$ cat src/rtl/intc_pkg.sv
package intc_pkg;
    parameter int unsigned NUM_IN = 8;
    parameter int unsigned DATA_W = 8;
    localparam int unsigned IDX_W = $clog2(NUM_IN);
    localparam int unsigned CASCADE_IN = 2;

    typedef logic [NUM_IN-1:0] line_vec_t;
    typedef logic [IDX_W-1:0]  idx_t;
    typedef logic [DATA_W-1:0] byte_t;

    typedef enum logic [1:0] {
        SETUP_DONE,
        SETUP_W2,
        SETUP_W3,
        SETUP_W4
    } setup_st_e;

    typedef enum logic [2:0] {
        OP_NOP0     = 3'd0,
        OP_EOI_TOP  = 3'd1,
        OP_NOP2     = 3'd2,
        OP_EOI_NAME = 3'd3,
        OP_NOP4     = 3'd4,
        OP_ROT_TOP  = 3'd5,
        OP_SET_BASE = 3'd6,
        OP_ROT_NAME = 3'd7
    } op_code_e;

    typedef struct packed {
        logic found;
        idx_t idx;
    } pick_t;

    // Relative priority of a line against the rotation base; 0 is highest.
    function automatic idx_t rel_prio(idx_t line, idx_t base);
        return idx_t'(line - base);
    endfunction

    // Highest-priority set bit of v, scanning from the base upward.
    function automatic pick_t pick_top(line_vec_t v, idx_t base);
        pick_t r;
        idx_t  cand;
        r.found = 1'b0;
        r.idx   = '0;
        for (int p = NUM_IN - 1; p >= 0; p--) begin
            cand = idx_t'(base + idx_t'(p));
            if (v[cand]) begin
                r.found = 1'b1;
                r.idx   = cand;
            end
        end
        return r;
    endfunction
endpackage

$ cat src/rtl/intc_capture.sv
module intc_capture
    import intc_pkg::*;
(
    input  logic      clk,
    input  logic      rst,
    input  line_vec_t lines,
    input  line_vec_t level_sel,
    input  logic      init_clr,
    input  line_vec_t ack_clr,
    output line_vec_t irr
);
    line_vec_t samp_q;
    line_vec_t prev_q;
    line_vec_t rise;

    assign rise = samp_q & ~prev_q;

    always_ff @(posedge clk) begin
        if (rst) begin
            samp_q <= '0;
            prev_q <= '0;
            irr    <= '0;
        end else begin
            samp_q <= lines;
            prev_q <= samp_q;
            for (int i = 0; i < NUM_IN; i++) begin
                if (level_sel[i])
                    irr[i] <= samp_q[i];
                else
                    irr[i] <= (irr[i] & ~ack_clr[i] & ~init_clr) | rise[i];
            end
        end
    end

    for (genvar g = 0; g < NUM_IN; g++) begin : g_bit_chk

        level_track_chk: assert property (@(posedge clk) disable iff (rst)
            level_sel[g] |=> irr[g] == $past(samp_q[g]));

        edge_latch_chk: assert property (@(posedge clk) disable iff (rst)
            (!level_sel[g] && samp_q[g] && !prev_q[g]) |=> irr[g]);
    end
endmodule

$ cat src/rtl/intc_resolve.sv
module intc_resolve
    import intc_pkg::*;
(
    input  line_vec_t irr,
    input  line_vec_t imr,
    input  line_vec_t isr,
    input  idx_t      base,
    input  logic      nested,
    input  logic      master,
    output pick_t     win
);
    line_vec_t isr_eff;
    pick_t     req;
    pick_t     cur;

    always_comb begin
        isr_eff = isr;
        if (nested && master)
            isr_eff[CASCADE_IN] = 1'b0;
    end

    assign req = pick_top(irr & ~imr, base);
    assign cur = pick_top(isr_eff, base);

    always_comb begin
        win.idx   = req.idx;
        win.found = req.found &&
                    (!cur.found || (rel_prio(req.idx, base) < rel_prio(cur.idx, base)));
    end
endmodule

$ cat src/rtl/intc_ctrl.sv
module intc_ctrl
    import intc_pkg::*;
(
    input  logic      clk,
    input  logic      rst,
    input  logic      wr_en,
    input  logic      wr_addr,
    input  byte_t     wr_data,
    input  logic      ack,
    input  pick_t     win,
    output line_vec_t imr,
    output line_vec_t isr,
    output idx_t      base,
    output byte_t     vbase,
    output logic      nested,
    output logic      master,
    output logic      init_wr
);
    setup_st_e st_q;
    logic      single_q;
    logic      need4_q;
    logic      cmd_wr;
    logic      data_wr;
    op_code_e  op;
    idx_t      arg;
    pick_t     top_isr;
    line_vec_t isr_n;
    idx_t      base_n;

    assign init_wr = wr_en && !wr_addr && wr_data[4];
    assign cmd_wr  = wr_en && !wr_addr && !wr_data[4] && !wr_data[3];
    assign data_wr = wr_en && wr_addr;
    assign op      = op_code_e'(wr_data[7:5]);
    assign arg     = wr_data[IDX_W-1:0];
    assign top_isr = pick_top(isr, base);

    always_comb begin
        isr_n  = isr;
        base_n = base;
        if (ack && win.found)
            isr_n[win.idx] = 1'b1;
        if (cmd_wr) begin
            case (op)
                OP_EOI_TOP: begin
                    if (top_isr.found)
                        isr_n[top_isr.idx] = 1'b0;
                end
                OP_ROT_TOP: begin
                    if (top_isr.found) begin
                        isr_n[top_isr.idx] = 1'b0;
                        base_n = idx_t'(top_isr.idx + 1'b1);
                    end
                end
                OP_EOI_NAME: isr_n[arg] = 1'b0;
                OP_SET_BASE: base_n = idx_t'(arg + 1'b1);
                OP_ROT_NAME: begin
                    isr_n[arg] = 1'b0;
                    base_n = idx_t'(arg + 1'b1);
                end
                default: ;
            endcase
        end
    end

    always_ff @(posedge clk) begin
        if (rst) begin
            st_q     <= SETUP_DONE;
            single_q <= 1'b0;
            need4_q  <= 1'b0;
            imr      <= '0;
            isr      <= '0;
            base     <= '0;
            vbase    <= '0;
            nested   <= 1'b0;
            master   <= 1'b0;
        end else if (init_wr) begin
            st_q     <= SETUP_W2;
            single_q <= wr_data[1];
            need4_q  <= wr_data[0];
            imr      <= '0;
            isr      <= '0;
            base     <= '0;
            vbase    <= '0;
            nested   <= 1'b0;
            master   <= 1'b0;
        end else begin
            isr  <= isr_n;
            base <= base_n;
            if (data_wr) begin
                case (st_q)
                    SETUP_DONE: imr <= wr_data[NUM_IN-1:0];
                    SETUP_W2: begin
                        vbase <= {wr_data[DATA_W-1:IDX_W], {IDX_W{1'b0}}};
                        if (single_q)
                            st_q <= need4_q ? SETUP_W4 : SETUP_DONE;
                        else
                            st_q <= SETUP_W3;
                    end
                    SETUP_W3: st_q <= need4_q ? SETUP_W4 : SETUP_DONE;
                    SETUP_W4: begin
                        nested <= wr_data[4];
                        master <= wr_data[2];
                        st_q   <= SETUP_DONE;
                    end
                    default: st_q <= SETUP_DONE;
                endcase
            end
        end
    end


    setup_clear_chk: assert property (@(posedge clk) disable iff (rst)
        init_wr |=> (isr == '0 && imr == '0 && base == '0 && vbase == '0 && !nested && !master));

    set_base_chk: assert property (@(posedge clk) disable iff (rst)
        (cmd_wr && op == OP_SET_BASE) |=> base == idx_t'($past(arg) + 1'b1));

    ack_mark_chk: assert property (@(posedge clk) disable iff (rst)
        (ack && win.found && !cmd_wr && !init_wr) |=> isr[$past(win.idx)]);

    mask_load_chk: assert property (@(posedge clk) disable iff (rst)
        (data_wr && st_q == SETUP_DONE) |=> imr == $past(wr_data[NUM_IN-1:0]));
endmodule

$ cat src/rtl/prio_intc.sv
module prio_intc
    import intc_pkg::*;
(
    input  logic       clk,
    input  logic       rst,
    input  logic [7:0] irq_in,
    input  logic       wr_en,
    input  logic       wr_addr,
    input  logic [7:0] wr_data,
    input  logic       trig_wr,
    input  logic [7:0] trig_data,
    input  logic       ack,
    output logic       int_out,
    output logic       vec_vld,
    output logic [7:0] vec_out
);
    line_vec_t trig_q;
    line_vec_t irr;
    line_vec_t imr;
    line_vec_t isr;
    line_vec_t ack_clr;
    idx_t      base;
    byte_t     vbase;
    logic      nested;
    logic      master;
    logic      init_wr;
    pick_t     win;

    always_ff @(posedge clk) begin
        if (rst)
            trig_q <= '0;
        else if (trig_wr)
            trig_q <= trig_data;
    end

    always_comb begin
        ack_clr = '0;
        if (ack && win.found)
            ack_clr[win.idx] = 1'b1;
    end

    intc_capture u_capture (
        .clk       (clk),
        .rst       (rst),
        .lines     (irq_in),
        .level_sel (trig_q),
        .init_clr  (init_wr),
        .ack_clr   (ack_clr),
        .irr       (irr)
    );

    intc_ctrl u_ctrl (
        .clk     (clk),
        .rst     (rst),
        .wr_en   (wr_en),
        .wr_addr (wr_addr),
        .wr_data (wr_data),
        .ack     (ack),
        .win     (win),
        .imr     (imr),
        .isr     (isr),
        .base    (base),
        .vbase   (vbase),
        .nested  (nested),
        .master  (master),
        .init_wr (init_wr)
    );

    intc_resolve u_resolve (
        .irr    (irr),
        .imr    (imr),
        .isr    (isr),
        .base   (base),
        .nested (nested),
        .master (master),
        .win    (win)
    );

    always_ff @(posedge clk) begin
        if (rst) begin
            int_out <= 1'b0;
            vec_vld <= 1'b0;
            vec_out <= '0;
        end else begin
            int_out <= init_wr ? 1'b0 : win.found;
            vec_vld <= ack;
            if (ack)
                vec_out <= vbase + DATA_W'(win.found ? win.idx : idx_t'(NUM_IN - 1));
        end
    end


    setup_low_chk: assert property (@(posedge clk) disable iff (rst)
        init_wr |=> !int_out);

    vec_valid_chk: assert property (@(posedge clk) disable iff (rst)
        ack |=> vec_vld);

    masked_win_chk: assert property (@(posedge clk) disable iff (rst)
        win.found |-> !imr[win.idx]);
endmodule

$ cat config.mk
export PLATFORM = sky130hd
export DESIGN_NAME = prio_intc
export DESIGN_NICKNAME = d
export VERILOG_FILES = /design/src/rtl/intc_pkg.sv /design/src/rtl/intc_capture.sv /design/src/rtl/intc_resolve.sv /design/src/rtl/intc_ctrl.sv /design/src/rtl/prio_intc.sv
export SDC_FILE = /design/constraint.sdc
export NUM_CORES = 1
export LEC_CHECK = 0
export ABC_AREA = 1
export BUFFER_PORTS_ARGS = -buffer_cell sky130_fd_sc_hd__buf_2
export CORE_ASPECT_RATIO = 1.4
export CORE_UTILIZATION = 47
export CTS_CLUSTER_DIAMETER = 50
export DETAILED_ROUTE_END_ITERATION = 12
export GPL_TIMING_DRIVEN = 0
export HOLD_SLACK_MARGIN = 0.12
export PLACE_DENSITY = 0.65
export SYNTH_ARGS = -nofsm -noshare
export SYNTH_HDL_FRONTEND = slang
export SYNTH_SLANG_ARGS = --single-unit
$ cat constraint.sdc
create_clock -name clk -period 11 [get_ports clk]
set_clock_uncertainty 0.1 [all_clocks]
set_input_delay 2.2 -clock clk [delete_from_list [all_inputs] [get_ports clk]]
set_output_delay 2.2 -clock clk [all_outputs]
set_load 0.02 [all_outputs]
== Word-level counts from Yosys, hierarchy flattened ==
Index checks and enable logic that the tools add are counted.

* Flip-flop bits (word level): 72
* Bits of input ports: 30
* Output and inout port bits: 10
* Logic and storage cells: 226

* $add $sub $neg: 12
* $lt $le $gt $ge: 15
* Equal/unequal tests: 9
* Multiplexer cells: 100
* Bitwise logic cells: 42
* Reductions and logical operators: 31

{| class="wikitable"
|+ Operators with widths
! cell !! count
|-
| two-way mux 4 bit || 24
|-
| binary-select mux 1 bit (select 3 bit) || 24
|-
| < comparator 3 x 4 -> 1 bit (second input constant) || 11
|-
| two-way mux 1 bit || 38
|-
| bitwise AND 8 bit || 4
|-
| two-way mux 8 bit || 4
|-
| inverter 8 bit || 4
|-
| bitwise AND 1 bit || 16
|-
| one-hot mux 8 bit (2 select lines) || 1
|-
| adder 3 bit (second input constant) || 4
|-
| logical AND 1 bit || 11
|-
| AND reduction 2 bit || 5
|-
| adder 3 x 1 -> 3 bit (second input constant) || 3
|-
| demux 1 bit (select 3 bit) || 3
|-
| equality test 3 bit (second input constant) || 3
|-
| greater-or-equal comparator 3 x 1 -> 1 bit (second input constant) || 3
|-
| inverter 1 bit || 9
|-
| adder 8 x 3 -> 8 bit || 1
|-
| OR 1 bit || 8
|-
| OR 8 bit || 1
|-
| OR reduction 2 bit || 4
|-
| adder 3 x 2 -> 3 bit (second input constant) || 2
|-
| two-way mux 3 bit || 2
|-
| one-hot mux 2 bit (3 select lines) || 1
|-
| 16 further kinds || 23
|}

== Longest topological paths before layout ==
Gate-level depths: netlist (run 1).

* Depth after elaboration: 23
* Mapped depth: 32
* Depth with buffers taken out: 30

== Cells and area by module ==
From an unflattened synthesis (run 1), not the netlist that was laid out.

* Cell total of the unflattened synthesis: 894
* Area, all modules: 5555.3 um2

{| class="wikitable"
|+ By module, submodules not included
! module !! times used !! cells each !! area each (um2)
|-
| intc_ctrl || 1 || 356 || 2259.7
|-
| intc_resolve || 1 || 283 || 1498.9
|-
| prio_intc || 1 || 141 || 930.9
|-
| intc_capture || 1 || 114 || 865.8
|}

== Worst setup path before layout (run 1) ==
Ideal clock, no wire load.

* Kind: register -> register
* Start point: reg u_ctrl.base[1]
* End point: reg u_ctrl.isr[7]
* Setup time: 64 ps
* Arrival time: 4111 ps
* Slack: 6725 ps
* Cell stages (with the launch flop): 29
* Path buffers: 3
* Clock period less this slack: 4275 ps
* Path through: dfxtp_1 buf_2 inv_2 buf_4 ha_1 inv_1 clkbuf_4 nand3_1 nand3_2 nor2_1 nor2_4 a21boi_0 o21ai_0 a21oi_1 a21o_1 ha_1 fa_1 nand3b_1 nand2_1 ha_1 a21oi_1 nand2_1 o21ai_2 nand2_2 nor2_4 nand2_4 o21bai_2 nand2_1 nor2_1

* Longest elaborated chain between the ends: 21
* Elaborated cells on any way between the ends: 104

{| class="wikitable"
|+ RTL lines
! element !! RTL line !! source
|-
| from (decl) || intc_ctrl.sv:13 || <nowiki>output idx_t base,</nowiki>
|-
| from (signal assigned) || intc_ctrl.sv:88 || <nowiki>base <= base_n;</nowiki>
|-
| adder 3 bit || intc_pkg.sv:46 || <nowiki>cand = idx_t'(base + idx_t'(p));</nowiki>
|-
| binary-select mux 1 bit (select 3 bit) || intc_pkg.sv:47 || <nowiki>if (v[cand]) begin</nowiki>
|-
| two-way mux 1 bit (implied by the code) || intc_pkg.sv:47 ||
|-
| two-way mux 4 bit (8 in a row) || intc_pkg.sv:47 ||
|-
| subtractor 3 bit (tied with other cells) || intc_pkg.sv:36 || <nowiki>return idx_t'(line - base);</nowiki>
|-
| < comparator 3 bit / logical AND 1 bit (equally long branches) || intc_resolve.sv:28, intc_ctrl.sv:41 ||
|-
| logical OR 1 bit / two-way mux 1 bit (equally long branches) || intc_resolve.sv:28, intc_ctrl.sv:41 ||
|-
| logical AND 1 bit / demux 1 bit (select 3 bit) (equally long branches) || -- ||
|-
| logical AND 1 bit / OR 8 bit (equally long branches) || -- ||
|-
| two-way mux 8 bit || intc_ctrl.sv:40 || <nowiki>if (ack && win.found)</nowiki>
|-
| bitwise AND 8 bit (no line) || -- ||
|-
| two-way mux 8 bit || intc_ctrl.sv:45, intc_ctrl.sv:49 ||
|-
| one-hot mux 8 bit (2 select lines) || intc_ctrl.sv:43 || <nowiki>case (op)</nowiki>
|-
| two-way mux 8 bit * || intc_ctrl.sv:42 || <nowiki>if (cmd_wr) begin</nowiki>
|-
| to (signal assigned) || intc_ctrl.sv:87 || <nowiki>isr <= isr_n;</nowiki>
|-
| to (decl) || intc_ctrl.sv:12 || <nowiki>output line_vec_t isr,</nowiki>
|}

Mark *: on every way between the ends. The rest lies on a longest branch, timed or not. The select of a mux whose other input is x is not followed.
A chain may end at the register's enable or synchronous reset.

== Final worst setup path (run 1) ==
* Start point: reg u_ctrl.base[1]
* End point: reg u_ctrl.isr[1]

Same word-level chain as after synthesis.

==> reports/results.txt, run 1 <==
wl on met1: 5.18 mm
synthesized area: 0.00464 mm^2
synthesized area per cell: 6.24 um^2
DP HPWL: 10.6 mm
Ys Warns: 0
PD cells: 166 mW/mm^2
met2 wire len: 6.68 mm
number of flops mapped to enable cells by yosys: 0
critical path capture point type: register
uppermost layer routed: met4
Total GRT Usage: 0.271
Leak: 2.68 nW
Root Driver: clkbuf_16
nets: 831
crit path max-delay cell type: dfxtp_1
Seq/Total Area, Yosys: 0.311
post-cts sizing count: 0
Tightest Hold Check Type: reg -> reg
CTS buffer count: 9
layout cells sized above 1: 0.147
# DRC: 0
largest net degree at the start of global routing: 14
RSZ-0062 raised after global routing: no
Core Footprint: 0.00951 mm^2
worst ir drop on vdd: 0.135 mV
Critical Path RT: 11.17 ns
count of unique library cells instantiated by Yosys: 45
DR iter-0 viols: 307
CTS sink count: 72
Bufs and invs on worst path: 5
clock tree buffer depth: 2
fmax: 0.195 GHz
placed insts: 913
Worst Setup Path Type: reg -> reg
initial antenna violation count: 0
Avg WL per Cell: 14.0 um
largest area contributor in the netlist: dfxtp_1
min Tclk post-route: 5.14 ns
startpoint types: register
via count of the first global-routing pass: 4558
Max Cap Violations: 0
hold buffers post-CTS: 0
Tcrit/Tclk final: 0.467
Post-synth top flop: dfxtp_1
CTS tree: done
Antenna Nets Post-Route: 0
fraction of registers with async set/reset: 0
Max Slew Vio Count: 0
Non-Filler Instances: 929
global-route wire length before repair: 21.6 mm
post-CTS setup repair buffer count: 0
die width: 86.0 um
I/O Buffers: 37
clock latency on the worst-skew pair: 0.34 ns
DR vias/cell: 5.22
max incr delay on CP: 0.50 ns
sum of negative setup slack: 0 ns
total die area: 0.0103 mm^2
Tot Pwr: 0.000882 W
final setup fails: 0
status: finished clean
top post-synthesis cells by area: dfxtp_1 31%, nand2_1 16%, nand3_1 10%
Clock transition at path regs: 0.06 ns
Worst slew margin: 0.668
CP arrival: 5.31 ns
Fill cells: 943
Initial Utilization: 0.488
Finished Cell Area: 0.00532 mm^2
post-synth top area share: 0.311
Least-Margin Pin Slew: 0.498 ns
gr ovfl total: 0
Antenna Cells: 0
area grow syn2layout: 14.6%
final hold viol count: 0
Worst path top cell family by delay: simple AND/OR/NAND/NOR gates
Routed WL: 13.0 mm
Synth Register Bits: 72
1st-pass router iterations: 5
Mapped Nets: 783
CTS H-Tree Depth: 3
Die H: 120 um
GPL Wtd Cong: 0.938
Mapped Cells: 744
vias: 4853
FP Rows: 42
Ports: 40
routed wl met3: 468 um
DP Area: 0.00499 mm^2
crit path max fanout: 10
-- state kept, by name (all words and copies together), names as in the netlist, 2 cells and up --
register          count
u_ctrl.st_q           2
trig_q                8
u_capture.irr         8
u_ctrl.base           3
vec_out               8
u_ctrl.vbase          5
u_capture.prev_q      8
u_ctrl.imr            8
u_capture.samp_q      8
u_ctrl.isr            8
-- where the power goes --
| part | total [W] | internal, W | switching [W] |
|---|---|---|---|
| combinational | 0.000279 | 0.0000932 | 0.000185 |
| clock | 0.000314 | 0.000205 | 0.000109 |
| sequential | 0.000289 | 0.000279 | 0.00000977 |
-- kinds of logic (layout without fill, tap and decap cells) --
logic type	after synthesis	in the layout	synth area share
AOI/OAI and AO/OA	112	112	0.132
xor gates and xnor gates	3	3	0.00889
adders and majority gates	9	9	0.0275
buffers and inverters	130	183	0.115
DFF	72	72	0.311
and+or+nand+nor	418	418	0.406
-- worst min-delay path: cells and delay by family, from the launching register on --
family,cells,cell delay (ns)
simple gates,1,0.04
buf+inv,1,0.04
flops,1,0.29
-- cell usage after synthesis (2+ instances only) --
| cell | instances |
|---|---|
| a21oi_1 | 41 |
| buf_2 | 6 |
| buf_4 | 2 |
| buf_6 | 3 |
| clkbuf_1 | 8 |
| dfxtp_1 | 72 |
| fa_1 | 2 |
| ha_1 | 7 |
| inv_1 | 96 |
| inv_2 | 11 |
| inv_4 | 2 |
| nand2_1 | 192 |
| nand2_2 | 10 |
| nand2_4 | 4 |
| nand3_1 | 94 |
| nand3_2 | 9 |
| nand4_1 | 4 |
| nor2_1 | 79 |
| nor2_2 | 5 |
| nor2_4 | 3 |
| nor3_1 | 11 |
| nor3b_1 | 2 |
| nor4_1 | 2 |
| o211ai_1 | 4 |
| o21ai_0 | 48 |
| o21ai_1 | 5 |
| o21ai_2 | 2 |
| o21bai_1 | 2 |
| xnor2_2 | 2 |
-- final timing paths --
check                                          from                  end  slack [ns]  cells after the start
worst min-delay path            u_capture.samp_q[6]  u_capture.prev_q[6]        0.31                      2
worst max-delay path                 u_ctrl.base[1]        u_ctrl.isr[1]        5.86                     28
worst max register to register       u_ctrl.base[1]        u_ctrl.isr[1]        5.86                     28
worst min register to register  u_capture.samp_q[6]  u_capture.prev_q[6]        0.31                      2
-- routing by layer --
layer / vias to the layer above / track usage
met4: 0 / 0.160
met3: 45 / 0.0399
li1: 2486 / -
met5: - / 0
met1: 2182 / 0.292
met2: 140 / 0.490
-- cell usage in the layout (no fill, tap or decap), types with 2 or more instances in the layout --
master	instances
nand2_1	192
inv_1	96
nand3_1	94
nor2_1	79
dfxtp_1	72
o21ai_0	48
buf_2	43
a21oi_1	41
inv_2	11
nor3_1	11
nand2_2	10
nand3_2	9
clkbuf_16	9
clkbuf_1	8
ha_1	7
nor2_2	5
o21ai_1	5
nand2_4	4
o211ai_1	4
nand4_1	4
buf_6	3
nor2_4	3
buf_4	2
xnor2_2	2
inv_4	2
o21bai_1	2
o21ai_2	2
nor4_1	2
nor3b_1	2
fa_1	2
bufinv_16	2
-- metrics by stage --
stage | setup slack (ns) | hold WS, ns | util
global route | 5.39 | 0.334 | 0.559
CTS | 5.83 | 0.312 | 0.559
finish | 5.86 | 0.312 | 0.559
global placement | 5.91 | 0.304 | 0.525
floorplan | 6.73 | 0.297 | -
detailed placement | 5.87 | 0.303 | 0.525
-- cell type report --
class	count	area [um^2]	area share
multi-input combinational	542	2670	0.501
sequential	72	1440	0.271
tap	132	165	0.0310
clock inverter	6	90.1	0.0169
timing repair buffer	37	185	0.0348
clock buffer	10	239	0.0449
inverter	110	418	0.0785
buffer	20	116	0.0219
No activity file was read; power rests on OpenSTA's default activity.
==> run 2, diff against run 1 <==
--- a/config.mk
+++ b/config.mk
@@ -13,7 +13,7 @@
 export DETAILED_ROUTE_END_ITERATION = 12
 export GPL_TIMING_DRIVEN = 0
 export HOLD_SLACK_MARGIN = 0.12
-export PLACE_DENSITY = 0.65
+export PLACE_DENSITY = 0.68
 export SYNTH_ARGS = -nofsm -noshare
 export SYNTH_HDL_FRONTEND = slang
 export SYNTH_SLANG_ARGS = --single-unit
==> constraint.sdc (replaced) <==
create_clock -name clk -period 4.3 [get_ports clk]
set_clock_uncertainty 0.1 [all_clocks]
set_input_delay 0.86 -clock clk [delete_from_list [all_inputs] [get_ports clk]]
set_output_delay 0.86 -clock clk [all_outputs]
set_load 0.02 [all_outputs]
==> run 2 against run 1 <==
Compared with the run above: critical path type unchanged; first-iteration DRC count shrank 9.8%; sequential share of layout area decreased by 2.3 points; hold slack better by 0.0029 ns; clock power increased by 140%; sequential cell count unchanged; worst setup slack lost 5.8 ns; global-route usage up 1.4 points; clock-buffer cell count unchanged; routed wire length rose by 8.5%; die area did not move.
==> reports/results.txt, run 2 (synthesis results as in run 1) <==
status: finished clean (unchanged)
FF-to-FF path depth: 27 (was 28)
most frequent cells in the layout: 180 x nand2_1, 94 x inv_1, 78 x nor2_1 (was 192 x nand2_1, 96 x inv_1, 94 x nand3_1)
Ports: 40 (unchanged)
min Tclk post-route: 4.21 ns (was 5.14 ns)
DP Area: 0.00499 mm^2 (unchanged)
reg2reg start: u_ctrl.base[1] (unchanged)
CTS H-Tree Depth: 3 (unchanged)
FF+latch area: 0.00145 mm^2 (was 0.00144 mm^2)
most common cell after layout, fill and taps aside: nand2_1 (unchanged)
crit path max fanout: 10 (unchanged)
CTS buffer count: 9 (unchanged)
Max Cap Violations: 0 (unchanged)
area grow syn2layout: 25.9% (was 14.6%)
Leak: 2.83 nW (was 2.68 nW)
Antenna Cells: 0 (unchanged)
Tcrit/Tclk final: 0.979 (was 0.467)
PD cells: 396 mW/mm^2 (was 166 mW/mm^2)
hold buffers post-CTS: 0 (unchanged)
gr ovfl total: 0 (unchanged)
Tightest Hold Check Type: reg -> reg (unchanged)
vias: 4915 (was 4853)
Worst slew margin: 0.663 (was 0.668)
DR iter-0 viols: 277 (was 307)
via count of the first global-routing pass: 4683 (was 4558)
fmax: 0.238 GHz (was 0.195 GHz)
area of the multi-input gates: 0.00296 mm^2 (was 0.00267 mm^2)
Finished Cell Area: 0.00584 mm^2 (was 0.00532 mm^2)
Die H: 120 um (unchanged)
Endpoint, Worst Hold: u_capture.prev_q[0] (was u_capture.prev_q[6])
final setup fails: 0 (unchanged)
Hold Crit Start: u_capture.samp_q[0] (was u_capture.samp_q[6])
die width: 86.0 um (unchanged)
sum of negative setup slack: 0 ns (unchanged)
initial antenna violation count: 0 (unchanged)
# DRC: 0 (unchanged)
1st-pass router iterations: 5 (unchanged)
Routed WL: 14.1 mm (was 13.0 mm)
largest net degree at the start of global routing: 14 (unchanged)
CTS sink count: 72 (unchanged)
layout cells sized above 1: 0.227 (was 0.147)
Core Footprint: 0.00951 mm^2 (unchanged)
clock latency on the worst-skew pair: 0.33 ns (was 0.34 ns)
Initial Utilization: 0.488 (unchanged)
Antenna Nets Post-Route: 0 (unchanged)
Root Driver: clkbuf_16 (unchanged)
CP arrival: 4.38 ns (was 5.31 ns)
Worst Setup Path Type: reg -> reg (unchanged)
total die area: 0.0103 mm^2 (unchanged)
cell mode on critical path: nand2_1
I/O Buffers: 37 (unchanged)
DP HPWL: 11.0 mm (was 10.6 mm)
FP Rows: 42 (unchanged)
DR vias/cell: 5.16 (was 5.22)
R2R Path End: u_ctrl.isr[2] (was u_ctrl.isr[1])
reg2reg setup slack: 0.09 ns (was 5.86 ns)
Fill cells: 897 (was 943)
Critical Path RT: 4.47 ns (was 11.17 ns)
clock tree buffer depth: 2 (unchanged)
Avg WL per Cell: 14.8 um (was 14.0 um)
nets: 855 (was 831)
worst hold stages: 2 (unchanged)
Least-Margin Pin Slew: 0.506 ns (was 0.498 ns)
CTS tree: done (unchanged)
Bufs and invs on worst path: 4 (was 5)
critical path capture point type: register (unchanged)
Clock transition at path regs: 0.06 ns (about the same)
final hold viol count: 0 (unchanged)
Worst path top cell family by delay: simple AND/OR/NAND/NOR gates (unchanged)
RSZ-0062 raised after global routing: yes (was no)
Max Slew Vio Count: 0 (unchanged)
Total GRT Usage: 0.285 (was 0.271)
crit path max-delay cell type: dfxtp_4 (was dfxtp_1)
startpoint types: register (unchanged)
max incr delay on CP: 0.37 ns (was 0.50 ns)
worst ir drop on vdd: 0.368 mV (was 0.135 mV)
GPL Wtd Cong: 0.910 (was 0.938)
global-route wire length before repair: 22.5 mm (was 21.6 mm)
-- run 2: changes by cell type in the layout (fill, tap and decap cells not counted), moves of 4 or more --
cell     delta
nand3_2    +10
nand2_2    +10
ha_1        -4
nor2_4      +4
buf_2       -4
nand2_1    -12
buf_4      +24
nand3_4     +7
nand3_1    -17
o21ai_0     -4
-- run 2: how the worst max path moves through the flow --
stage                    from  slack, ns       endpoint  cells past startpoint
2_1_floorplan  u_ctrl.base[1]       0.03  u_ctrl.isr[7]                     28
3_3_place_gp   u_ctrl.base[1]      -0.77  u_ctrl.isr[1]                     28
3_5_place_dp   u_ctrl.base[1]      -0.84  u_ctrl.isr[1]                     28
4_1_cts        u_ctrl.base[0]       0.03  u_ctrl.isr[6]                     29
5_1_grt        u_ctrl.base[1]      -0.16  u_ctrl.isr[2]                     27
6_report       u_ctrl.base[1]       0.09  u_ctrl.isr[2]                     27
-- run 2: tightest hold or removal path: cells and delay by family, from the launching register on --
kind                   cells  cell delay (ns)
AND/OR/NAND/NOR            1             0.04
buffers and inverters      1             0.04
flip-flops                 1             0.29
-- run 2: timing repair --
action,in CTS,in global routing
endpoints found under the setup margin,20,18
buffers inserted,11,14
pin swaps,8,28
resized for setup,35,57
-- run 2: through the flow --
| step | setup WS, ns | std cells | hold WS (ns) | total power (W) | util |
|---|---|---|---|---|---|
| 2_1_floorplan | 0.0253 | 744 | 0.297 | 0.00129 | - |
| 3_3_place_gp | -0.766 | 913 | 0.301 | 0.00145 | 0.525 |
| 3_5_place_dp | -0.838 | 913 | 0.306 | 0.00146 | 0.525 |
| 4_1_cts | 0.0322 | 940 | 0.315 | 0.00224 | 0.579 |
| 5_1_grt | -0.158 | 953 | 0.344 | 0.00245 | 0.614 |
| 6_report | 0.0901 | 953 | 0.315 | 0.00231 | 0.614 |
-- run 2: where the power goes --
group | switching, W | internal (W) | leakage, nW | total [W]
clock | 0.000289 | 0.000452 | 0.139 | 0.000741
sequential | 0.0000238 | 0.000713 | 0.594 | 0.000737
combinational | 0.000539 | 0.000298 | 2.10 | 0.000837
total | 0.000852 | 0.00146 | 2.83 | 0.00231
-- run 2: cell type report --
class,instances,share of cell area
Clock inverter,6,0.0116
Inverter,110,0.0741
Buffer,19,0.0257
Multi-Input combinational cell,542,0.507
Clock buffer,10,0.0392
Timing Repair Buffer,62,0.0659
Tap cell,132,0.0283
Sequential cell,72,0.248
-- run 2: routing by layer --
layer	global-route usage	part of all wire	routed length [um]
met1	0.317	0.39	5440
met2	0.517	0.52	7310
met3	0.0378	0.040	565
met4	0.151	0.055	777
met5	0	0	0
